## src/rtl/retire_pkg.sv

```systemverilog
package retire_pkg;
    typedef enum logic [1:0] {
        KIND_REG    = 2'd0,
        KIND_STORE  = 2'd1,
        KIND_BRANCH = 2'd2
    } kind_e;
endpackage

```

## src/rtl/rq_ptrs.sv

```systemverilog
module rq_ptrs #(
    parameter int DEPTH = 8
) (
    input  logic                     clk,
    input  logic                     rst_n,
    input  logic                     alloc_req,
    input  logic                     commit_fire,
    input  logic                     flush_fire,
    output logic [$clog2(DEPTH)-1:0] head,
    output logic [$clog2(DEPTH)-1:0] tail,
    output logic                     full,
    output logic                     empty,
    output logic                     alloc_fire
);
    localparam int IDX_W = $clog2(DEPTH);
    localparam int CNT_W = $clog2(DEPTH + 1);

    typedef struct packed {
        logic [IDX_W-1:0] head;
        logic [IDX_W-1:0] tail;
        logic [CNT_W-1:0] count;
    } ptr_state_t;

    ptr_state_t state_d, state_q;

    function automatic logic [IDX_W-1:0] step(input logic [IDX_W-1:0] p);
        return (p == IDX_W'(DEPTH - 1)) ? '0 : p + 1'b1;
    endfunction

    always_comb begin
        full       = (state_q.count == CNT_W'(DEPTH));
        empty      = (state_q.count == '0);
        alloc_fire = alloc_req && !full && !flush_fire;
        head       = state_q.head;
        tail       = state_q.tail;

        state_d = state_q;
        if (flush_fire) begin
            state_d.head  = step(state_q.head);
            state_d.tail  = step(state_q.head);
            state_d.count = '0;
        end else begin
            if (commit_fire) state_d.head = step(state_q.head);
            if (alloc_fire)  state_d.tail = step(state_q.tail);
            if (alloc_fire && !commit_fire)
                state_d.count = state_q.count + 1'b1;
            else if (!alloc_fire && commit_fire)
                state_d.count = state_q.count - 1'b1;
        end
    end

    always_ff @(posedge clk) begin
        if (!rst_n) state_q <= '0;
        else        state_q <= state_d;
    end

    assert_count_bound_R2: assert property (@(posedge clk) disable iff (!rst_n)
        state_q.count <= CNT_W'(DEPTH));

    assert_flush_clears_R8: assert property (@(posedge clk) disable iff (!rst_n)
        flush_fire |=> (state_q.count == '0 && state_q.tail == state_q.head));

    assert_simul_keeps_count_R10: assert property (@(posedge clk) disable iff (!rst_n)
        (alloc_fire && commit_fire && !flush_fire) |=> state_q.count == $past(state_q.count));
endmodule

```

## src/rtl/rq_store.sv

```systemverilog
module rq_store
    import retire_pkg::*;
#(
    parameter int DEPTH  = 8,
    parameter int DATA_W = 16,
    parameter int REG_W  = 5
) (
    input  logic                     clk,
    input  logic                     rst_n,
    input  logic                     alloc_fire,
    input  logic [$clog2(DEPTH)-1:0] alloc_idx,
    input  kind_e                    alloc_kind,
    input  logic [REG_W-1:0]         alloc_dest,
    input  logic                     wb_valid,
    input  logic [$clog2(DEPTH)-1:0] wb_tag,
    input  logic [DATA_W-1:0]        wb_value,
    input  logic                     wb_mispredict,
    input  logic                     commit_fire,
    input  logic                     flush_fire,
    input  logic [$clog2(DEPTH)-1:0] head,
    input  logic [$clog2(DEPTH)-1:0] rd_tag,
    output logic                     head_ready,
    output kind_e                    head_kind,
    output logic [REG_W-1:0]         head_dest,
    output logic [DATA_W-1:0]        head_value,
    output logic                     head_mis,
    output logic                     rd_ready,
    output logic [DATA_W-1:0]        rd_value
);
    localparam int IDX_W = $clog2(DEPTH);

    typedef struct packed {
        logic [DEPTH-1:0]             valid;
        logic [DEPTH-1:0]             done;
        logic [DEPTH-1:0]             mis;
        logic [DEPTH-1:0][1:0]        kind;
        logic [DEPTH-1:0][REG_W-1:0]  dest;
        logic [DEPTH-1:0][DATA_W-1:0] value;
    } slot_state_t;

    slot_state_t slot_d, slot_q;
    logic        wb_hit;
    logic        fwd_hit;

    always_comb begin
        wb_hit  = wb_valid && slot_q.valid[wb_tag] && !slot_q.done[wb_tag];
        fwd_hit = wb_valid && (wb_tag == rd_tag) && slot_q.valid[rd_tag];

        head_ready = slot_q.valid[head] && slot_q.done[head];
        head_kind  = kind_e'(slot_q.kind[head]);
        head_dest  = slot_q.dest[head];
        head_value = slot_q.value[head];
        head_mis   = slot_q.mis[head];

        rd_ready = slot_q.valid[rd_tag] && (slot_q.done[rd_tag] || fwd_hit);
        rd_value = fwd_hit ? wb_value : slot_q.value[rd_tag];

        slot_d = slot_q;
        for (int i = 0; i < DEPTH; i++) begin
            if (wb_hit && (wb_tag == IDX_W'(i))) begin
                slot_d.done[i]  = 1'b1;
                slot_d.value[i] = wb_value;
                slot_d.mis[i]   = wb_mispredict;
            end
            if (commit_fire && (head == IDX_W'(i))) slot_d.valid[i] = 1'b0;
            if (flush_fire) slot_d.valid[i] = 1'b0;
            if (alloc_fire && (alloc_idx == IDX_W'(i))) begin
                slot_d.valid[i] = 1'b1;
                slot_d.done[i]  = 1'b0;
                slot_d.mis[i]   = 1'b0;
                slot_d.kind[i]  = alloc_kind;
                slot_d.dest[i]  = alloc_dest;
                slot_d.value[i] = '0;
            end
        end
    end

    always_ff @(posedge clk) begin
        if (!rst_n) slot_q <= '0;
        else        slot_q <= slot_d;
    end

    assert_capture_sets_done_R3: assert property (@(posedge clk) disable iff (!rst_n)
        wb_hit |=> slot_q.done[$past(wb_tag)]);
endmodule

```

## src/rtl/inorder_retire_buf.sv

```systemverilog
module inorder_retire_buf
    import retire_pkg::*;
#(
    parameter int DEPTH  = 8,
    parameter int DATA_W = 16,
    parameter int REG_W  = 5
) (
    input  logic                     clk,
    input  logic                     rst_n,
    input  logic                     alloc_valid,
    input  logic [1:0]               alloc_kind,
    input  logic [REG_W-1:0]         alloc_dest,
    output logic                     alloc_ready,
    output logic [$clog2(DEPTH)-1:0] alloc_tag,
    input  logic                     wb_valid,
    input  logic [$clog2(DEPTH)-1:0] wb_tag,
    input  logic [DATA_W-1:0]        wb_value,
    input  logic                     wb_mispredict,
    input  logic [$clog2(DEPTH)-1:0] rd_tag,
    output logic                     rd_ready,
    output logic [DATA_W-1:0]        rd_value,
    output logic                     rf_we,
    output logic [REG_W-1:0]         rf_addr,
    output logic [DATA_W-1:0]        rf_data,
    output logic                     st_we,
    output logic [REG_W-1:0]         st_addr,
    output logic [DATA_W-1:0]        st_data,
    output logic                     flush,
    output logic                     full,
    output logic                     empty
);
    localparam int IDX_W = $clog2(DEPTH);

    logic [IDX_W-1:0]  head, tail;
    logic              alloc_fire, commit_fire, flush_fire;
    logic              head_ready, head_mis;
    kind_e             head_kind;
    logic [REG_W-1:0]  head_dest;
    logic [DATA_W-1:0] head_value;

    always_comb begin
        commit_fire = head_ready;
        flush_fire  = head_ready && (head_kind == KIND_BRANCH) && head_mis;
        alloc_ready = !full && !flush_fire;
        alloc_tag   = tail;
        rf_we       = commit_fire && (head_kind == KIND_REG);
        rf_addr     = head_dest;
        rf_data     = head_value;
        st_we       = commit_fire && (head_kind == KIND_STORE);
        st_addr     = head_dest;
        st_data     = head_value;
        flush       = flush_fire;
    end

    rq_ptrs #(.DEPTH(DEPTH)) u_ptrs (
        .clk         (clk),
        .rst_n       (rst_n),
        .alloc_req   (alloc_valid),
        .commit_fire (commit_fire),
        .flush_fire  (flush_fire),
        .head        (head),
        .tail        (tail),
        .full        (full),
        .empty       (empty),
        .alloc_fire  (alloc_fire)
    );

    rq_store #(.DEPTH(DEPTH), .DATA_W(DATA_W), .REG_W(REG_W)) u_store (
        .clk           (clk),
        .rst_n         (rst_n),
        .alloc_fire    (alloc_fire),
        .alloc_idx     (tail),
        .alloc_kind    (kind_e'(alloc_kind)),
        .alloc_dest    (alloc_dest),
        .wb_valid      (wb_valid),
        .wb_tag        (wb_tag),
        .wb_value      (wb_value),
        .wb_mispredict (wb_mispredict),
        .commit_fire   (commit_fire),
        .flush_fire    (flush_fire),
        .head          (head),
        .rd_tag        (rd_tag),
        .head_ready    (head_ready),
        .head_kind     (head_kind),
        .head_dest     (head_dest),
        .head_value    (head_value),
        .head_mis      (head_mis),
        .rd_ready      (rd_ready),
        .rd_value      (rd_value)
    );

    assert_one_strobe_R5: assert property (@(posedge clk) disable iff (!rst_n)
        $onehot0({rf_we, st_we, flush}));

    assert_alloc_not_empty_R11: assert property (@(posedge clk) disable iff (!rst_n)
        (alloc_valid && alloc_ready) |=> !empty);

    assert_full_vs_empty_R11: assert property (@(posedge clk) disable iff (!rst_n)
        !(full && empty));
endmodule

```

## config.mk

```make
export PLATFORM = sky130hd
export DESIGN_NAME = inorder_retire_buf
export DESIGN_NICKNAME = d
export VERILOG_FILES = /design/src/rtl/retire_pkg.sv /design/src/rtl/rq_ptrs.sv /design/src/rtl/rq_store.sv /design/src/rtl/inorder_retire_buf.sv
export SDC_FILE = /design/constraint.sdc
export NUM_CORES = 1
export LEC_CHECK = 0
export BUFFER_PORTS_ARGS = -buffer_cell sky130_fd_sc_hd__buf_4
export CAP_MARGIN = 15
export CORE_MARGIN = 2
export CORE_UTILIZATION = 42
export CTS_CLUSTER_SIZE = 10
export DETAILED_ROUTE_END_ITERATION = 16
export GPL_ROUTABILITY_DRIVEN = 0
export PLACE_DENSITY_LB_ADDON = 0.15
export SLEW_MARGIN = 20
export SYNTH_ARGS = -nofsm -noshare
export SYNTH_HDL_FRONTEND = slang
export SYNTH_SLANG_ARGS = --single-unit
```

## constraint.sdc

```tcl
create_clock -name clk -period 2.7 [get_ports clk]
set_input_delay 0.54 -clock clk [delete_from_list [all_inputs] [get_ports clk]]
set_output_delay 0.54 -clock clk [all_outputs]
set_load 0.005 [all_outputs]
```

## Yosys cells after proc, flatten, opt, wreduce, memory -nomap -nowiden

Cells that the tools add are included.
Widths: inputs -> output; s select.

- Bits in registers: 218
- Input port bits: 34
- Output and inout bits: 68
- Word-level logic and storage cells: 208

- Add/subtract/negate cells: 4
- $lt $le $gt $ge: 3
- Eq/ne operators: 25
- Muxes and demuxes: 54
- Bitwise gates (word level): 1
- Reductions and logical operators: 70

Operators by type and width:

| kind | count |
|---|---|
| $bmux 16 s3 | 2 |
| $mux 16 | 3 |
| $logic_and 1x1->1 | 39 |
| $eq 3x3->1 const B | 12 |
| $mux 1 | 31 |
| $reduce_bool 3->1 | 8 |
| $bmux 1 s3 | 7 |
| $eq 3x2->1 const B | 6 |
| $reduce_or 2->1 | 9 |
| $bmux 5 s3 | 1 |
| $lt 3x4->1 const B | 3 |
| $mux 3 | 4 |
| $mux 10 | 1 |
| $eq 3x1->1 const B | 3 |
| $logic_not 3->1 | 3 |
| $mux 4 | 2 |
| $add 3x1->3 const B | 2 |
| $bmux 2 s3 | 1 |
| $reduce_bool 2->1 | 3 |
| $logic_not 1->1 | 5 |
| $mux 5 | 1 |
| $add 4x1->4 const B | 1 |
| $eq 4x4->1 const B | 1 |
| $logic_not 4->1 | 1 |
| other kinds (8) | 8 |

## Logic depth before layout (Yosys ltp)

- Depth after elaboration: 12
- Mapped depth: 11
- Depth with buffers taken out: 10

## Modules after synthesis

Synthesis repeated with hierarchy kept, for this count alone.

- Cells, all modules: 1099
- Area total of the unflattened synthesis: 11462.2 um^2

By module, submodules not included:

| module | instances | cells an instance | area each (um^2) | seq. area each (um^2) |
|---|---|---|---|---|
| rq_store | 1 | 1002 | 10630.2 | 4164.0 |
| rq_ptrs | 1 | 72 | 640.6 | 200.2 |
| inorder_retire_buf | 1 | 25 | 191.4 | 0.0 |

## Worst setup path before layout

No wires, ideal clock.

- Path type: register to output
- From: reg u_ptrs.state_q, in the netlist u_ptrs.head[1]
- To: out st_data[10]
- Arrival: 2189 ps
- Required time: 2160 ps
- Slack: -29 ps
- Cell stages (with the launch flop): 9
- Path buffers: 5
- Path through: dfxtp_1 -> buf_6 -> clkbuf_1 -> clkbuf_1 -> clkbuf_1 -> mux4_2 -> nand2_1 -> nand2_1 -> buf_4

- Word-level cells in the longest chain between the ends: 2

RTL lines:

| element | line | text |
|---|---|---|
| start, declared | rq_ptrs.sv:24 | `ptr_state_t state_d, state_q;` |
| start signal, assigned | rq_ptrs.sv:54 | `else state_q <= state_d;` |
| $bmux 16 s3 | rq_store.sv:52 | `head_value = slot_q.value[head];` |
| $mux 16 (implied by the code) | rq_store.sv:52 |  |
| end, declared | inorder_retire_buf.sv:27 | `output logic [DATA_W-1:0] st_data,` |

Every way passes these cells. The select of a mux whose other input is x is not followed.

## Worst setup path after layout

- From: reg u_store.slot_q[207] (netlist name)
- To: out rd_value[9]

- Word-level cells in the longest chain between the ends: 4

RTL lines:

| element | line | text |
|---|---|---|
| start, declared | rq_store.sv:41 | `slot_state_t slot_d, slot_q;` |
| start signal, assigned | rq_store.sv:80 | `else slot_q <= slot_d;` |
| $bmux 1 s3 | rq_store.sv:47 | `fwd_hit = wb_valid && (wb_tag == rd_tag) && slot_q.valid[rd_tag];` |
| $mux 1 (implied by the code) | rq_store.sv:47 |  |
| $logic_and 1x1->1 | rq_store.sv:47 |  |
| $mux 16 | rq_store.sv:56 | `rd_value = fwd_hit ? wb_value : slot_q.value[rd_tag];` |
| end, declared | inorder_retire_buf.sv:21 | `output logic [DATA_W-1:0] rd_value,` |

Every way passes these cells. The select of a mux whose other input is x is not followed.

==> metrics list <==
- Diode count: 0
- Once detailed placement completed, the half-perimeter wirelength came to 19470 um.
- First-pass GRT wire length: 48980 um
- The first TritonRoute pass finished after 5 iterations.
* Width of the die: 168.1 um
* Area of all sequential standard cells: 4378 um^2
- H-tree level count: 1
- For this run, the post-layout net count is roughly 1300.
- Register bit count reported by yosys: 218
- Most frequent cells in the layout: sky130_fd_sc_hd__dfxtp_1, sky130_fd_sc_hd__mux2i_1, sky130_fd_sc_hd__nor2_1
* Total CTS buffers: 26
- Final total negative setup slack: -1.041 ns
- Compared with the post-synthesis result, the final layout area differs by 26.58%.
- The cell sitting at the root of the clock tree is a sky130_fd_sc_hd__clkbuf_16.
* Pin count of the biggest net entering global routing: 37
- Counting flops with an async set or reset pin after synthesis yields a share of 0%.
* Most frequent standard cell in the layout excluding fill and tap cells: sky130_fd_sc_hd__dfxtp_1
- STA puts the critical path data arrival time at 2.24 ns.
- Total standard cell area after synthesis: roughly 11000 um^2
- Final number of setup-violating endpoints: 21
* DRC violations left: 0
* Synthesis warning total: 0
- Setup repair after global routing missed its margin: yes
- CTS tree: done
* Number of instances in the synthesized netlist: 1110
- The initial antenna violation count was 1.
- Setup CP Type: reg -> out
- Crit-path leading delay family: multiplexers
- Sort of element at the start of the critical path: flip-flop
* Number of hold-repair buffers added at the cts stage: 0
* Via count normalized by instance count: 5.488
* Final number of hold-violating endpoints: 0
- Derived from the worst setup path, the maximum achievable clock frequency is 359.9 MHz.
- Met2 demand-to-capacity share in global routing: 37.10%
- DR WL/cell: 20.64 um
* Starting DRT DRC Count: 580
* Portion of the post-synthesis area used by sequential elements: 38.59%
- CP Buf/Inv Count: 3
* Pre-CTS setup slack: between 0.09 and 0.1 ns
* Top flip-flop cell by instance count after synthesis: sky130_fd_sc_hd__dfxtp_1
- The worst hold path belongs to the class in -> reg.
- The global routing stage identified its most utilized layer as met2.
- IR Drop Worst-Case VDD: 0.0003984 V
- After layout, the worst setup slack is -0.07890 ns.
- The routed design could run at a clock period as short as 2.779 ns.
- The flow ran to the end, but the final reports show violations.
- Tightest Pin Transition: 0.5446 ns
- After layout, the worst path uses 102.9% of the clock period.
- After clock tree synthesis, the clock-pin slew on the worst setup and hold paths is 0.06 ns.
- For this design the top-level I/O count stands at 102.
- Cells fill about 54% of the core in the end.
- During placement, the flow inserted port buffers numbering about 100.
- CP Capture Type: output pin
- After synthesis, the netlist uses 49 different library cells.
* Static Leakage: 6.119 nW
* Ordered list of cells on the worst path: buf_6 -> mux4_2 -> mux2i_4 -> nor2_4 -> clkbuf_16 -> o21ai_1 -> buf_4
* Count of flip-flops with a built-in enable after synthesis: 0
- Number of nets still failing antenna checks after routing: 0
- Flop-to-flop setup slack: approximately 0.10 ns
- The initial utilization of the core area, before any placement, comes to 42.32%.
- The core region is 26730 um^2.
- Headroom to the max-slew limit: 63.69%
- Required time of the critical path: 2.16 ns
- No sink is reached through more buffers than the 3 on the longest clock path.
- The number of nets in the synthesized netlist is ~1200.
* Clock insertion delay at the later pin of the skew report: 0.52 ns
- After global routing the overflow that remains totals 0.
- Maximum cell stage delay along the critical path: roughly 0.5 ns
- Avg Cell Area, Syn: 10.19 um^2
* Largest driver fanout on the critical path: 8
* Met3 demand-to-capacity share in global routing: 3.197%
- Across all layers, the routed design uses roughly 8600 vias.
- Violated checks: setup timing
- Dominant cell type by area after synthesis: sky130_fd_sc_hd__dfxtp_1
* Max-cap violation count: 0
- Chip Height: roughly 170 um
* Highest-delay cell along the critical path: sky130_fd_sc_hd__mux4_2
* Share of final-layout standard cells stronger than drive strength 1: 35.02%
* Combined area of the multi-input logic cells: 6696 um^2
- Power, Total: between 0.006 and 0.007 W
- The via count of the first global-routing pass was about 8500.
- Hold Worst Slack: 0.2478 ns
* Max-slew violations: 0
* Cell types occupying the most area after synthesis: sky130_fd_sc_hd__dfxtp_1, sky130_fd_sc_hd__mux4_2, sky130_fd_sc_hd__mux2i_1
- Worst-case clock skew: 0.007639 ns
- Met1 track demand over resource in global routing: a little under a third
- GRT Total Usage: 22.21%
* Number of inserted filler cells in the final layout: 2377
* Cell Rows: 60
- Aggregate routed wire length: 32260 um
- Power per unit of standard cell area: 488.9 nW/um^2
* Sink Count: 218
- Die footprint: 28260 um^2
- Summed over its instances, the top area cell type makes up 38.59% of the synthesized netlist area.
[registers in the layout, summed over array words and instances, names as in the netlist]
name            flops
u_store.slot_q    208
u_ptrs.tail         3
u_ptrs.head         3
u_ptrs.state_q      4
[report_power, final]
part           total, W  switching [W]  internal, W
clock           0.00316        0.00127      0.00189
combinational  0.000559       0.000317     0.000242
sequential      0.00328      0.0000283      0.00325
[through the flow]
step / instances / area (um^2)
final: 1563 / 14320
after global routing: 1563 / 14320
after CTS: 1553 / 13750
after detailed placement: 1496 / 12510
after global placement: 1496 / 12510
after floorplan: 1110 / 11310
[cell usage after synthesis, drive strengths merged, types with 4 or more instances]
cell    instances
mux2            4
xnor2           6
buf            88
nand3          32
inv            13
nor3            4
dfxtp         218
nor2          160
or3             5
mux4           88
a21oi          17
clkbuf         26
o21a            7
nand2         158
o21ai          46
ha             13
mux2i         195
[path summary, 6_finish.rpt]
check	startpoint	to	cells after the start
min	alloc_dest[4]	u_store.slot_q[147]	3
min reg2reg	u_store.slot_q[182]	u_store.slot_q[182]	2
max	u_store.slot_q[207]	rd_value[9]	7
max reg2reg	u_ptrs.head[0]	u_store.slot_q[51]	9
[kinds of logic (layout without fill, tap and decap cells)]
family / count (synthesis) / after routing / share of synthesized area [%]
AND/OR/NAND/NOR: 377 / 377 / 14.25
multiplexers: 287 / 287 / 35.21
flip-flops: 218 / 218 / 38.59
buffers and inverters: 127 / 239 / 5.609
AO/OA/AOI/OAI: 81 / 81 / 4.359
adder cells (fa/ha/maj): 13 / 13 / 1.438
XOR/XNOR: 7 / 7 / 0.5421
[layout make-up]
cell class | instances | area share [%]
Multi-Input combinational cell | 765 | 46.78
Sequential cell | 218 | 30.58
Timing Repair Buffer | 190 | 14.09
Clock buffer | 36 | 5.235
Tap cell | 341 | 2.980
Inverter | 13 | 0.3409
[per-layer routing]
| layer | routed length (um) | share of wire (%) |
|---|---|---|
| met1 | 14330 | 44 |
| met2 | 15520 | 48 |
| met3 | 1466 | 4.5 |
| met4 | 924 | 2.9 |
| met5 | 16 | 0.050 |
[worst min-delay path, stage by stage]
cell and delay (ns):
sky130_fd_sc_hd__buf_4 0.08, sky130_fd_sc_hd__nand3_1 0.05, sky130_fd_sc_hd__o21ai_0 0.06
[what timing repair did]
action / in CTS / in global routing
buffers inserted: 18 / 6
hold endpoints to repair: 0 / 0
endpoints found under the setup margin: 52 / 64
gates cloned: 3 / 5
resized for setup: 84 / 120
pin swaps: 12 / 33
Note: power is estimated with default switching activity, not from simulation.
